===== src/rtl/smc_pkg.sv =====
package smc_pkg;

    typedef enum logic [2:0] {
        ST_IDLE,
        ST_ADDR,
        ST_GAP,
        ST_STRB,
        ST_HOLD
    } smc_state_e;

    typedef struct packed {
        logic relax;
        logic cs_setup;
        logic ext_ack;
        logic we_early;
    } smc_cfg_t;

    // Number of idle cycles between the address cycle and chip-select assertion.
    function automatic logic [1:0] gap_cycles(input logic cs_setup, input logic relax);
        if (!cs_setup)
            return 2'd0;
        else if (relax)
            return 2'd2;
        else
            return 2'd1;
    endfunction

endpackage


===== src/rtl/smc_ack_sync.sv =====
module smc_ack_sync #(
    parameter int STAGES = 2
) (
    input  logic clk,
    input  logic rst,
    input  logic ack_raw,
    output logic ack_sync
);
    logic [STAGES-1:0] sr;

    always_ff @(posedge clk) begin
        if (rst)
            sr <= '0;
        else
            sr <= {sr[STAGES-2:0], ack_raw};
    end

    assign ack_sync = sr[STAGES-1];

    // synchronized output follows the raw input with a fixed lag.
    assert_sync_lag_R7: assert property (@(posedge clk) disable iff (rst)
        sr[0] |=> (sr[1] == $past(sr[0])));
endmodule


===== src/rtl/smc_down_ctr.sv =====
module smc_down_ctr #(
    parameter int CW   = 5,
    parameter int MAXV = 30
) (
    input  logic          clk,
    input  logic          rst,
    input  logic          load,
    input  logic          dec,
    input  logic [CW-1:0] load_val,
    output logic [CW-1:0] count,
    output logic          zero
);
    always_ff @(posedge clk) begin
        if (rst)
            count <= '0;
        else if (load)
            count <= load_val;
        else if (dec)
            count <= count - 1'b1;
    end

    assign zero = (count == '0);

    // the counter never wraps below zero.
    assert_no_underflow_R4: assert property (@(posedge clk) disable iff (rst)
        dec |-> !zero);
    // loaded values stay inside the legal wait range.
    assert_bound_R4: assert property (@(posedge clk) disable iff (rst)
        count <= CW'(MAXV));
endmodule


===== src/rtl/smc_seq.sv =====
module smc_seq
    import smc_pkg::*;
(
    input  logic       clk,
    input  logic       rst,
    input  logic       req_fire,
    input  logic       wr,
    input  logic       we_early,
    input  logic       ext_en,
    input  logic       ack_s,
    input  logic [1:0] gap_len,
    input  logic       gap_zero,
    input  logic       wait_zero,
    output smc_state_e state,
    output logic       gap_load,
    output logic       gap_dec,
    output logic       wait_load,
    output logic       wait_dec,
    output logic       term,
    output logic       finish
);
    smc_state_e nxt;
    logic       hold_needed;

    assign hold_needed = wr && we_early;
    assign term        = (state == ST_STRB) && (wait_zero || (ext_en && ack_s));
    assign gap_load    = (state == ST_ADDR) && (gap_len != 2'd0);
    assign gap_dec     = (state == ST_GAP) && !gap_zero;
    assign wait_load   = ((state == ST_ADDR) && (gap_len == 2'd0)) ||
                         ((state == ST_GAP) && gap_zero);
    assign wait_dec    = (state == ST_STRB) && !wait_zero;
    assign finish      = (term && !hold_needed) || (state == ST_HOLD);

    always_comb begin
        nxt = state;
        unique case (state)
            ST_IDLE: if (req_fire) nxt = ST_ADDR;
            ST_ADDR: nxt = (gap_len != 2'd0) ? ST_GAP : ST_STRB;
            ST_GAP:  if (gap_zero) nxt = ST_STRB;
            ST_STRB: if (term) nxt = hold_needed ? ST_HOLD : ST_IDLE;
            ST_HOLD: nxt = ST_IDLE;
            default: nxt = ST_IDLE;
        endcase
    end

    always_ff @(posedge clk) begin
        if (rst)
            state <= ST_IDLE;
        else
            state <= nxt;
    end

    // with the acknowledge disabled, a nonzero counter keeps the strobe going.
    assert_ext_off_full_R8: assert property (@(posedge clk) disable iff (rst)
        (state == ST_STRB && !ext_en && !wait_zero) |=> (state == ST_STRB));
    // the write hold phase lasts one cycle.
    assert_hold_once_R9: assert property (@(posedge clk) disable iff (rst)
        (state == ST_HOLD) |=> (state == ST_IDLE));
    // the address phase lasts one cycle.
    assert_addr_once_R2: assert property (@(posedge clk) disable iff (rst)
        (state == ST_ADDR) |=> (state != ST_ADDR));
endmodule


===== src/rtl/smc_bank_ctrl.sv =====
module smc_bank_ctrl
    import smc_pkg::*;
#(
    parameter int AW          = 16,
    parameter int DW          = 32,
    parameter int WAIT_W      = 4,
    parameter int SYNC_STAGES = 2
) (
    input  logic              clk,
    input  logic              rst,
    input  logic [WAIT_W-1:0] cfg_wait,
    input  logic              cfg_relax,
    input  logic              cfg_cs_setup,
    input  logic              cfg_ext_ack,
    input  logic              cfg_we_early,
    input  logic              req_valid,
    output logic              req_ready,
    input  logic              req_write,
    input  logic [AW-1:0]     req_addr,
    input  logic [DW/8-1:0]   req_be,
    input  logic [DW-1:0]     req_wdata,
    input  logic              ack_in,
    output logic              ale,
    output logic              cs_n,
    output logic              oe_n,
    output logic [DW/8-1:0]   we_n,
    output logic [DW-1:0]     ad_out,
    output logic              ad_oe,
    input  logic [DW-1:0]     ad_in,
    output logic [DW-1:0]     rd_data,
    output logic              done
);
    localparam int NLANE = DW / 8;
    localparam int CW    = WAIT_W + 1;
    localparam int MAXW  = 2 * ((1 << WAIT_W) - 1);

    smc_state_e          state;
    smc_cfg_t            cap_cfg;
    logic [WAIT_W-1:0]   cap_wait;
    logic                cap_wr;
    logic [AW-1:0]       cap_addr;
    logic [NLANE-1:0]    cap_be;
    logic [DW-1:0]       cap_wdata;
    logic                ack_s;
    logic [1:0]          gap_len;
    logic                gap_load, gap_dec, gap_zero;
    logic                wait_load, wait_dec, wait_zero;
    logic [CW-1:0]       gap_cnt, wait_cnt, wait_total, gap_start;
    logic                term, finish, req_fire;
    logic                strobing;

    assign req_ready = (state == ST_IDLE);
    assign req_fire  = req_valid && req_ready;

    always_ff @(posedge clk) begin
        if (rst) begin
            cap_cfg   <= '0;
            cap_wait  <= '0;
            cap_wr    <= 1'b0;
            cap_addr  <= '0;
            cap_be    <= '0;
            cap_wdata <= '0;
        end else if (req_fire) begin
            cap_cfg   <= '{relax: cfg_relax, cs_setup: cfg_cs_setup,
                           ext_ack: cfg_ext_ack, we_early: cfg_we_early};
            cap_wait  <= cfg_wait;
            cap_wr    <= req_write;
            cap_addr  <= req_addr;
            cap_be    <= req_be;
            cap_wdata <= req_wdata;
        end
    end

    assign gap_len    = gap_cycles(cap_cfg.cs_setup, cap_cfg.relax);
    assign gap_start  = CW'(gap_len) - 1'b1;
    assign wait_total = cap_cfg.relax ? {cap_wait, 1'b0} : {1'b0, cap_wait};

    smc_ack_sync #(.STAGES(SYNC_STAGES)) u_sync (
        .clk      (clk),
        .rst      (rst),
        .ack_raw  (ack_in),
        .ack_sync (ack_s)
    );

    smc_down_ctr #(.CW(CW), .MAXV(2)) u_gap_ctr (
        .clk      (clk),
        .rst      (rst),
        .load     (gap_load),
        .dec      (gap_dec),
        .load_val (gap_start),
        .count    (gap_cnt),
        .zero     (gap_zero)
    );

    smc_down_ctr #(.CW(CW), .MAXV(MAXW)) u_wait_ctr (
        .clk      (clk),
        .rst      (rst),
        .load     (wait_load),
        .dec      (wait_dec),
        .load_val (wait_total),
        .count    (wait_cnt),
        .zero     (wait_zero)
    );

    smc_seq u_seq (
        .clk       (clk),
        .rst       (rst),
        .req_fire  (req_fire),
        .wr        (cap_wr),
        .we_early  (cap_cfg.we_early),
        .ext_en    (cap_cfg.ext_ack),
        .ack_s     (ack_s),
        .gap_len   (gap_len),
        .gap_zero  (gap_zero),
        .wait_zero (wait_zero),
        .state     (state),
        .gap_load  (gap_load),
        .gap_dec   (gap_dec),
        .wait_load (wait_load),
        .wait_dec  (wait_dec),
        .term      (term),
        .finish    (finish)
    );

    // Bus pin decode from the registered phase.
    assign strobing = (state == ST_STRB);
    assign ale      = (state == ST_ADDR);
    assign cs_n     = !(strobing || state == ST_HOLD);
    assign oe_n     = !(strobing && !cap_wr);

    generate
        for (genvar i = 0; i < NLANE; i++) begin : g_lane
            assign we_n[i] = !(strobing && cap_wr && cap_be[i]);
        end
    endgenerate

    assign ad_oe  = ale || (cap_wr && state != ST_IDLE);
    assign ad_out = ale ? DW'(cap_addr) : cap_wdata;

    always_ff @(posedge clk) begin
        if (rst) begin
            done    <= 1'b0;
            rd_data <= '0;
        end else begin
            done <= finish;
            if (term && !cap_wr)
                rd_data <= ad_in;
        end
    end

    // latch enable is a single-cycle pulse.
    assert_ale_pulse_R2: assert property (@(posedge clk) disable iff (rst)
        ale |=> !ale);
    // chip select is never active in the address cycle.
    assert_cs_after_ale_R3: assert property (@(posedge clk) disable iff (rst)
        ale |-> cs_n);
    // any data strobe sits inside an active chip select.
    assert_strobe_in_cs_R5: assert property (@(posedge clk) disable iff (rst)
        (!oe_n || we_n != '1) |-> !cs_n);
    // read and write strobes never overlap.
    assert_oe_we_excl_R6: assert property (@(posedge clk) disable iff (rst)
        !(!oe_n && we_n != '1));
    // completion is a single-cycle pulse following chip-select release.
    assert_done_pulse_R10: assert property (@(posedge clk) disable iff (rst)
        done |=> !done);
    assert_done_after_cs_R10: assert property (@(posedge clk) disable iff (rst)
        $rose(cs_n) |-> done);
    // no new request is accepted while an access runs.
    assert_busy_R11: assert property (@(posedge clk) disable iff (rst)
        (!req_ready && !done) |=> $stable(cap_addr));
endmodule


===== config.mk =====
export PLATFORM = sky130hd
export DESIGN_NAME = smc_bank_ctrl
export DESIGN_NICKNAME = d
export VERILOG_FILES = /design/src/rtl/smc_pkg.sv /design/src/rtl/smc_ack_sync.sv /design/src/rtl/smc_down_ctr.sv /design/src/rtl/smc_seq.sv /design/src/rtl/smc_bank_ctrl.sv
export SDC_FILE = /design/constraint.sdc
export NUM_CORES = 1
export LEC_CHECK = 0
export ABC_AREA = 1
export BUFFER_PORTS_ARGS = -buffer_cell sky130_fd_sc_hd__buf_2
export CAP_MARGIN = 15
export CORE_UTILIZATION = 49
export CTS_CLUSTER_DIAMETER = 40
export DETAILED_ROUTE_END_ITERATION = 7
export GPL_TIMING_DRIVEN = 0
export MAX_ROUTING_LAYER = met4
export PLACE_DENSITY = 0.8
export SLEW_MARGIN = 10
export SYNTH_ARGS = -nofsm -noshare
export SYNTH_HDL_FRONTEND = slang
export SYNTH_SLANG_ARGS = --single-unit

===== constraint.sdc =====
create_clock -name clk -period 1.6 [get_ports clk]
set_clock_uncertainty 0.1 [all_clocks]
set_input_delay 0 -clock clk [delete_from_list [all_inputs] [get_ports clk]]
set_output_delay 0 -clock clk [all_outputs]
set_load 0.02 [all_outputs]

# Word level (Yosys, flattened, before mapping)
# Index checks and enable logic that the tools add are counted.
classes:
  n_mux: 14
  eq_ne: 7
  add_sub_neg: 3
  reduce_logical: 42
op_table:
  columns: ["operator", "n"]
  rows:
  - ["32-bit 2-to-1 mux", 1]
  - ["5-bit 2-to-1 mux", 5]
  - ["1-bit logical AND", 18]
  - ["3-bit 2-to-1 mux", 4]
  - ["3-bit one-hot mux with 4 select lines", 1]
  - ["1-bit zero test", 10]
  - ["5-bit zero test", 2]
  - ["5-bit by 1-bit subtractor with 5-bit output (second input constant)", 2]
  - ["3-bit by 2-bit equality test with 1-bit output (second input constant)", 2]
  - ["2-bit nonzero test", 3]
  - ["1-bit logical OR", 5]
  - ["2-bit 2-to-1 mux", 2]
  - ["2-bit by 1-bit != test with 1-bit output (second input constant)", 2]
  - ["3-bit by 1-bit equality test with 1-bit output (second input constant)", 1]
  - ["3-bit equality test (second input constant)", 1]
  - ["3-bit zero test", 1]
  - ["3-bit AND reduction", 1]
  - ["3-bit nonzero test", 1]
  - ["2-bit by 1-bit subtractor with 3-bit output (second input constant)", 1]
  - ["2-bit zero test", 1]
  - ["2-bit != test (second input constant)", 1]
  - ["1-bit 2-to-1 mux", 1]
totals:
  regBits: 109
  output_inout_bits: 74
  word_cells: 81
  input_bits: 97

# Longest topological paths before layout
# Gate-level depths: netlist of run 1.
depth:
  ltp_word: 6
  ltp_mapped: 9
  depth_no_buf: 9

# By module
# A second synthesis of run 1 with hierarchy kept.
hier_totals:
  cells_unflattened: 892
  area_unflattened_um2: 5514.0
modules_own_cells:
  columns: ["mod", "n_inst", "cells_each", "seq_area_each_um2", "area_each_um2"]
  rows:
  - ["smc_bank_ctrl", 1, 752, 1881.8, 4620.7]
  - ["smc_down_ctr", 2, 47, 100.1, 297.8]
  - ["smc_seq", 1, 40, 60.1, 242.7]
  - ["smc_ack_sync", 1, 6, 40.0, 55.1]

# Worst setup path after synthesis of run 1
# Ideal clock, no wire load.
synth_path:
  kind: "register -> register"
  startpoint: "register cap_cfg[3] in the netlist's numbering"
  endpoint: "register u_wait_ctr.count[1]"
  setup_time_ps: 117
  stages_incl_launch_ff: 9
  path_buffers: 0
  arrival_time_ps: 1277
  period_less_slack_ps: 1494
  required_ps: 1383
  setup_slack_ps: 106
  path_cell_list: "dfxtp_1 -> inv_1 -> nand2_1 -> ha_1 -> nand3_1 -> o21ai_2 -> inv_1 -> o21ai_0 -> nor2_1"
synth_between:
  elab_chain_cells: 6
  word_cells_on_any_way: 8
  classes_between: "mux (4); reduce/logical (4)"
synth_lines:
  columns: ["element", "line", "text"]
  rows:
  - ["from (decl)", "smc_bank_ctrl.sv:38", "smc_cfg_t cap_cfg;"]
  - ["from (signal assigned)", "smc_bank_ctrl.sv:64", "cap_cfg <= '{relax: cfg_relax, cs_setup: cfg_cs_setup,"]
  - ["2-bit 2-to-1 mux", "smc_pkg.sv:22", "else if (relax)"]
  - ["2-bit 2-to-1 mux", "smc_pkg.sv:20", "if (!cs_setup)"]
  - ["2-bit zero test", "smc_seq.sv:29", "assign wait_load = ((state == ST_ADDR) && (gap_len == 2'd0)) ||"]
  - ["1-bit logical AND", "smc_seq.sv:29", null]
  - ["1-bit logical OR", "smc_seq.sv:29", null]
  - ["5-bit 2-to-1 mux or 2-bit nonzero test (tied branches)", null, null]
  - ["to (signal assigned)", "smc_down_ctr.sv:17", "count <= load_val;"]
  - ["to (signal assigned)", "smc_down_ctr.sv:19", "count <= count - 1'b1;"]
  - ["to (decl)", "smc_down_ctr.sv:10", "output logic [CW-1:0] count,"]
# Parallel ways exist; a longest one is shown, timed or not.
# A chain may end at the register's enable or synchronous reset.

# Worst setup path after layout of run 1
layout_path:
  startpoint: "register u_seq.state[1]"
  endpoint: "output port ad_out[13]"
layout_between:
  elab_chain_cells: 2
layout_lines:
  columns: ["element", "line", "text"]
  rows:
  - ["from (decl)", "smc_seq.sv:14", "output smc_state_e state,"]
  - ["from (signal assigned)", "smc_seq.sv:50", "state <= nxt;"]
  - ["3-bit by 1-bit equality test with 1-bit output", "smc_bank_ctrl.sv:127", "assign ale = (state == ST_ADDR);"]
  - ["32-bit 2-to-1 mux", "smc_bank_ctrl.sv:138", "assign ad_out = ale ? DW'(cap_addr) : cap_wdata;"]
  - ["to (decl)", "smc_bank_ctrl.sv:27", "output logic [DW-1:0] ad_out,"]
# No other way between the ends.

==> impl_metrics.yaml, run 1 <==
die:
  rows: 34
  start_util_pct: 51.4
  pin_count: 171
  die_w_um: 98.4
  die_y_um: 98.4
  fp.dieArea_mm2: 0.00968
  core_mm2: 0.00885
final_layout:
  area_delta_synth_final_pct: 60.4
  antenna_cells: 0
  fin_util_pct: 82.5
  nFillCells: 438
  final_common_cell: "buf_2"
  layout_common_cells: "buf_2, dfxtp_1, a21oi_1"
  final_cell_count_no_fill: 1017
  drive_gt1_share_pct: 32.2
  nNetsFinal: 1004
place:
  gp_congestion: 0.859
  dp_cells: 893
  hpwl_mm: 9.11
  pre_cts_ws_ns: -0.154
  port_buffers: 168
synth:
  seq_area_frac_synth_pct: 47.9
  synth_area_leader_cell: "dfxtp_1"
  synth.avg_cell_area_um2: 7.38
  syn_nets: 717
  synth.distinct_cells: 24
  synth_top_area_share_pct: 47.9
  ys_seq_elements: 109
  synth_area_leaders: "dfxtp_1, a21oi_1, nand2_1, nand3_1, o21ai_0"
  synth_warnings: 0
  synthCells: 617
  syn_area_mm2: 0.00455
hold_path:
  hold_depth: 2
  worstHoldStart: "rst"
  holdCritPathClass: "input port to flip-flop"
  hold_end: "rd_data[0]"
outcome:
  status: "finished, violations left"
  violations: "design-rule violations, negative setup slack"
pwr:
  swShare_pct: 43.1
  vdd_drop_max_mv: 1.06
  leakagePower_nw: 3.21
  pwr-share-seq_pct: 33.5
  power.share.combinational_pct: 49.0
  p_int_mw: 5.94
  power.switching_mw: 4.49
  clkPwrFrac_pct: 17.5
  power_mw: 10.4
  pwr_density_cell_mw_per_mm2: 1430
route:
  routedWlPerCell_um: 19.4
  route.detailed.drc: 12
  firstDrtPassIters: 8
  drt_wl_total_mm: 19.7
  initialDrtViolationCount: 631
  avgViaCountPerCell: 5.93
  antenna_left: 0
  vias: 6033
critical_path:
  crit_path_end_kind: "output port"
  crit_slowest_cell: "dfxtp_4"
  cp_top_family: "simple AND/OR/NAND/NOR gates"
  crit_chain: "nor2_4, nand2_8, buf_6, nand2_1, o21ai_4, buf_6"
  worstPathRequired_ns: 1.50
  critPathArrivalTime_ns: 1.71
  crit_buf_inv: 2
  rrSetupSlack_ns: -0.08
  max_stage_delay_ns: 0.39
  cp_max_fo: 8
  cp-start-kind: "flip-flop"
  critical_path_class: "flip-flop to output port"
  rr_worst_depth: 7
  rr_startpoint: "u_seq.state[1]"
  r2r-end: "cap_addr[0]"
  critPathMostFrequentCell: "buf_6"
clock_tree:
  clkLatencyLatePin_ns: 0.39
  cts_root_buf: "clkbuf_8"
  htree_levels: 3
  cts_buffer_depth: 2
  clock-sinks: 109
  cts_tree: "done"
  numCtsBuffers: 9
  path_clk_slew_ns: 0.11
grt:
  grt_pass1_vias: 5448
  globalRouteOverflowTotal: 0
  antenna_found_initial: 0
  track_usage_pct: 33.5
  grt_max_degree: 19
  grt_pass1_wl_mm: 25.0
timing:
  rsz0062_at_grt: "yes"
  hold_viol_final: 0
  maxSlewViolCount: 0
  worst_slack_ns: -0.208
  setup_viol: 37
  fin_crit_ns: 1.81
  fmax_mhz: 553
  period_share_pct: 113
  timing.hold.ws_ns: 0.0194
  max_slew_margin_pct: 61.0
  tightest_slew_ns: 0.586
job:
  cap_viol_max_count: 0
layer usage:
layer | part of all wire [%] | global-route usage [%]
met1 | 35 | 35.2
met2 | 48 | 60.0
met3 | 11 | 7.23
met4 | 6.6 | 15.0
met5 | 0 | -
timing repair:
action	CTS	global route
resized for setup	54	135
pin swaps	5	13
setup buffers	3	9
endpoints found under the setup margin	88	142
gates cloned	0	2
hold buffers	95	0
endpoints found under the hold margin	94	0
final cells by class:
type                       count  area [µm²]  share of cell area, %
sequential                   109        2200                   30.1
multi-input combinational    409        2170                   29.8
timing repair buffer         277        2040                   27.9
buffer                        38         312                   4.27
inverter                      60         238                   3.26
clock buffer                  11         141                   1.94
tap                          108         135                   1.85
clock inverter                 5        65.1                  0.891
registers in the layout (all words and copies together), names as in the netlist:
register	cells
done	1
cap_wr	1
u_seq.state	3
cap_addr	16
cap_be	4
rd_data	32
u_gap_ctr.count	5
cap_cfg	4
cap_wdata	32
u_wait_ctr.count	5
cap_wait	4
u_sync.sr	2
how the worst max path moves through the flow:
stage                              start             endpoint  slack [ns]  cells past startpoint
final                     u_seq.state[1]           ad_out[13]       -0.21                      6
after global routing      u_seq.state[1]           ad_out[13]       -0.21                      6
after CTS                 u_seq.state[2]                ad_oe       -0.06                      5
after detailed placement      cap_cfg[3]  u_wait_ctr.count[4]       -0.15                      8
after global placement        cap_cfg[3]  u_wait_ctr.count[4]       -0.12                      8
after floorplan               cap_cfg[3]  u_wait_ctr.count[1]        0.11                      8
worst register-to-register path, delay by kind of cell (launching register included):
family                 cells  cell delay [ns]
AOI/OAI and AO/OA          2             0.37
buffers and inverters      2             0.35
DFF                        1             0.39
and+or+nand+nor            3             0.36
power groups by stage:
stage          registers (mW)  logic (mW)  clock network (mW)
6_report                 3.50        5.11                1.83
4_1_cts                  3.41        3.96                1.78
5_1_grt                  3.52        5.39                1.92
3_5_place_dp             3.45        3.45                   0
3_3_place_gp             3.42        3.36                   0
2_1_floorplan            3.46        2.42                   0
cells by family (layout without fill, tap and decap cells):
logic type	after synthesis	in the layout	share of synthesized area [%]
simple gates	240	240	23.0
buf+inv	99	391	9.79
flops	109	109	47.9
xor+xnor	1	1	0.192
compound gates	165	165	18.3
fa+ha+maj	3	3	0.825
per-stage QoR:
stage / TNS (ns) / area (µm²)
finish: -1.83 / 7300
global route: -3.54 / 7300
CTS: -0.961 / 6850
detailed placement: -2.00 / 5530
global placement: -0.592 / 5530
floorplan: 0 / 4550
synthesized netlist by cell type:
cell      count
xor2_1        1
nor2_4        1
buf_6         8
or2_2         3
inv_1        55
nand3_1      71
nor2_1       43
ha_1          3
nand4_1       2
nor2_2        2
clkbuf_1     20
a21oi_1      98
nand2_2       4
inv_2         4
o21ai_2       1
o21ai_0      65
nor2_8        1
and2_1        1
dfxtp_1     109
nand2_1     109
nor3_1        3
clkinv_1      1
a31oi_1       1
buf_2        11
(Power assumes the default switching activity.)
==> run 2, diff against run 1 <==
Settings changed: PLACE_DENSITY 0.8 to 0.78.
==> run 2 against run 1 <==
The flow still finishes with violations (design-rule violations, negative setup slack). Clock power shrank 15%. Global-route usage is 2.1 points lower. First-iteration DRC count fell by 44%. Worst hold slack better by 0.26 ns. Total power is 7.5% lower. Cell count decreased by 0.20%. Sequential share of layout area increased by 0.71 points. Utilization down 1.9 points. Sequential cell count did not move. Count of clock-buffer cells in the layout fell by 1. Via count down 7.7%. Sequential power decreased by 1%. Critical endpoint is now ad_out[6]. Highest routed layer unchanged.
==> impl_metrics.yaml, run 2 (synthesized netlist as in run 1, its figures left out) <==
timing:
  period_share_pct: 103
  fin_crit_ns: 1.64
  tightest_slew_ns: 0.507
  worst_slack_ns: -0.0405
  fmax_mhz: 610
  timing.hold.ws_ns: 0.277
  rsz0062_at_grt: "yes"
  final.setup.tns_ns: -0.155
  maxSlewViolCount: 0
  hold_viol_final: 0
  setup_viol: 9
  max_slew_margin_pct: 66.2
critical_path:
  critical_path_class: "flip-flop to output port"
  worstPathRequired_ns: 1.50
  critPathArrivalTime_ns: 1.54
  crit_path_end_kind: "output port"
  cp_max_fo: 10
  cp-start-kind: "flip-flop"
final_layout:
  drive_gt1_share_pct: 30.9
  layout_common_cells: "buf_2, dfxtp_1, nand2_1"
  design_area_mm2: 0.00713
  nNetsFinal: 1003
  antenna_cells: 0
  final_common_cell: "buf_2"
  reg_top3: "cap_wdata (32), rd_data (32), cap_addr (16)"
  area_delta_synth_final_pct: 56.7
grt:
  grt_pass1_vias: 5304
  grt_max_degree: 19
  globalRouteOverflowTotal: 0
  grt_pass1_wl_mm: 23.8
  track_usage_pct: 31.4
  antenna_found_initial: 0
clock_tree:
  path_clk_slew_ns: 0.11
  cts_root_buf: "clkbuf_8"
  clock-sinks: 109
  clkLatencyLatePin_ns: 0.37
  cts_tree: "done"
  numCtsBuffers: 9
  htree_levels: 3
  cts_buffer_depth: 2
route:
  initialDrtViolationCount: 355
  drt_wl_total_mm: 16.2
  vias: 5567
  route.detailed.drc: 11
  avgViaCountPerCell: 5.48
  firstDrtPassIters: 8
  routedWlPerCell_um: 16.0
  antenna_left: 0
pwr:
  leakagePower_nw: 3.15
  pwr_density_cell_mw_per_mm2: 1350
  vdd_drop_max_mv: 0.880
hold_path:
  holdCritPathClass: "input port to flip-flop"
die:
  core_mm2: 0.00885
  pin_count: 171
  rows: 34
  die_w_um: 98.4
  die_y_um: 98.4
  start_util_pct: 51.4
  fp.dieArea_mm2: 0.00968
outcome:
  status: "finished, violations left"
  violations: "design-rule violations, negative setup slack"
place:
  dpl_cell_area_mm2: 0.00553
  port_buffers: 168
  hpwl_mm: 9.05
  gp_congestion: 0.853
job:
  cap_viol_max_count: 0
==> run 2: final timing paths <==
kind                  start             to  slack (ns)  depth (start not counted)
max reg2reg  u_seq.state[1]  cap_wdata[28]        0.02                          7
min reg2reg    u_sync.sr[0]   u_sync.sr[1]        0.31                          2
max          u_seq.state[2]      ad_out[6]       -0.04                          5
min                  ack_in   u_sync.sr[0]        0.28                          4
==> run 2: worst max-delay path: stages (launching register included) <==
cell	delay, ns
dfxtp_4	0.38
nor2_4	0.15
nand2_4	0.14
buf_8	0.18
o21ai_0	0.14
buf_2	0.18
==> run 2: metal layers <==
layer	up-vias	global-route usage (%)	wire [µm]
li1	2593	-	-
met1	2563	33.2	6130
met2	324	56.8	8180
met3	87	5.23	1210
met4	0	15.2	676
met5	-	-	0
==> run 2: layout make-up <==
cell class	count	area, µm²
multi-input combinational	410	2130
clock buffer	10	128
sequential	109	2200
tap	108	135
buffer	38	292
timing repair buffer	275	1970
clock inverter	5	45.0
fill	515	1720
inverter	60	235
==> run 2: metrics by stage <==
stage | utilization, % | setup WS, ns | total power, mW | std cells
floorplan | - | 0.106 | 5.87 | 617
global placement | 62.5 | -0.127 | 6.78 | 893
detailed placement | 62.5 | -0.167 | 6.89 | 893
CTS | 77.3 | -0.0215 | 8.90 | 1011
global route | 80.6 | -0.0754 | 10.2 | 1015
finish | 80.6 | -0.0405 | 9.65 | 1015
==> run 2: what timing repair did <==
action | CTS | global route
setup buffers | 8 | 1
pin swaps | 6 | 11
endpoints found under the setup margin | 83 | 118
hold endpoints to repair | 94 | 0
hold buffers | 96 | 0
gates resized for setup | 53 | 109
cloned | 0 | 3
==> run 2: power breakdown <==
group / internal, mW / switching, mW
logic: 1.78 / 2.86
clock network: 0.583 / 0.979
registers: 3.18 / 0.275
total: 5.54 / 4.11
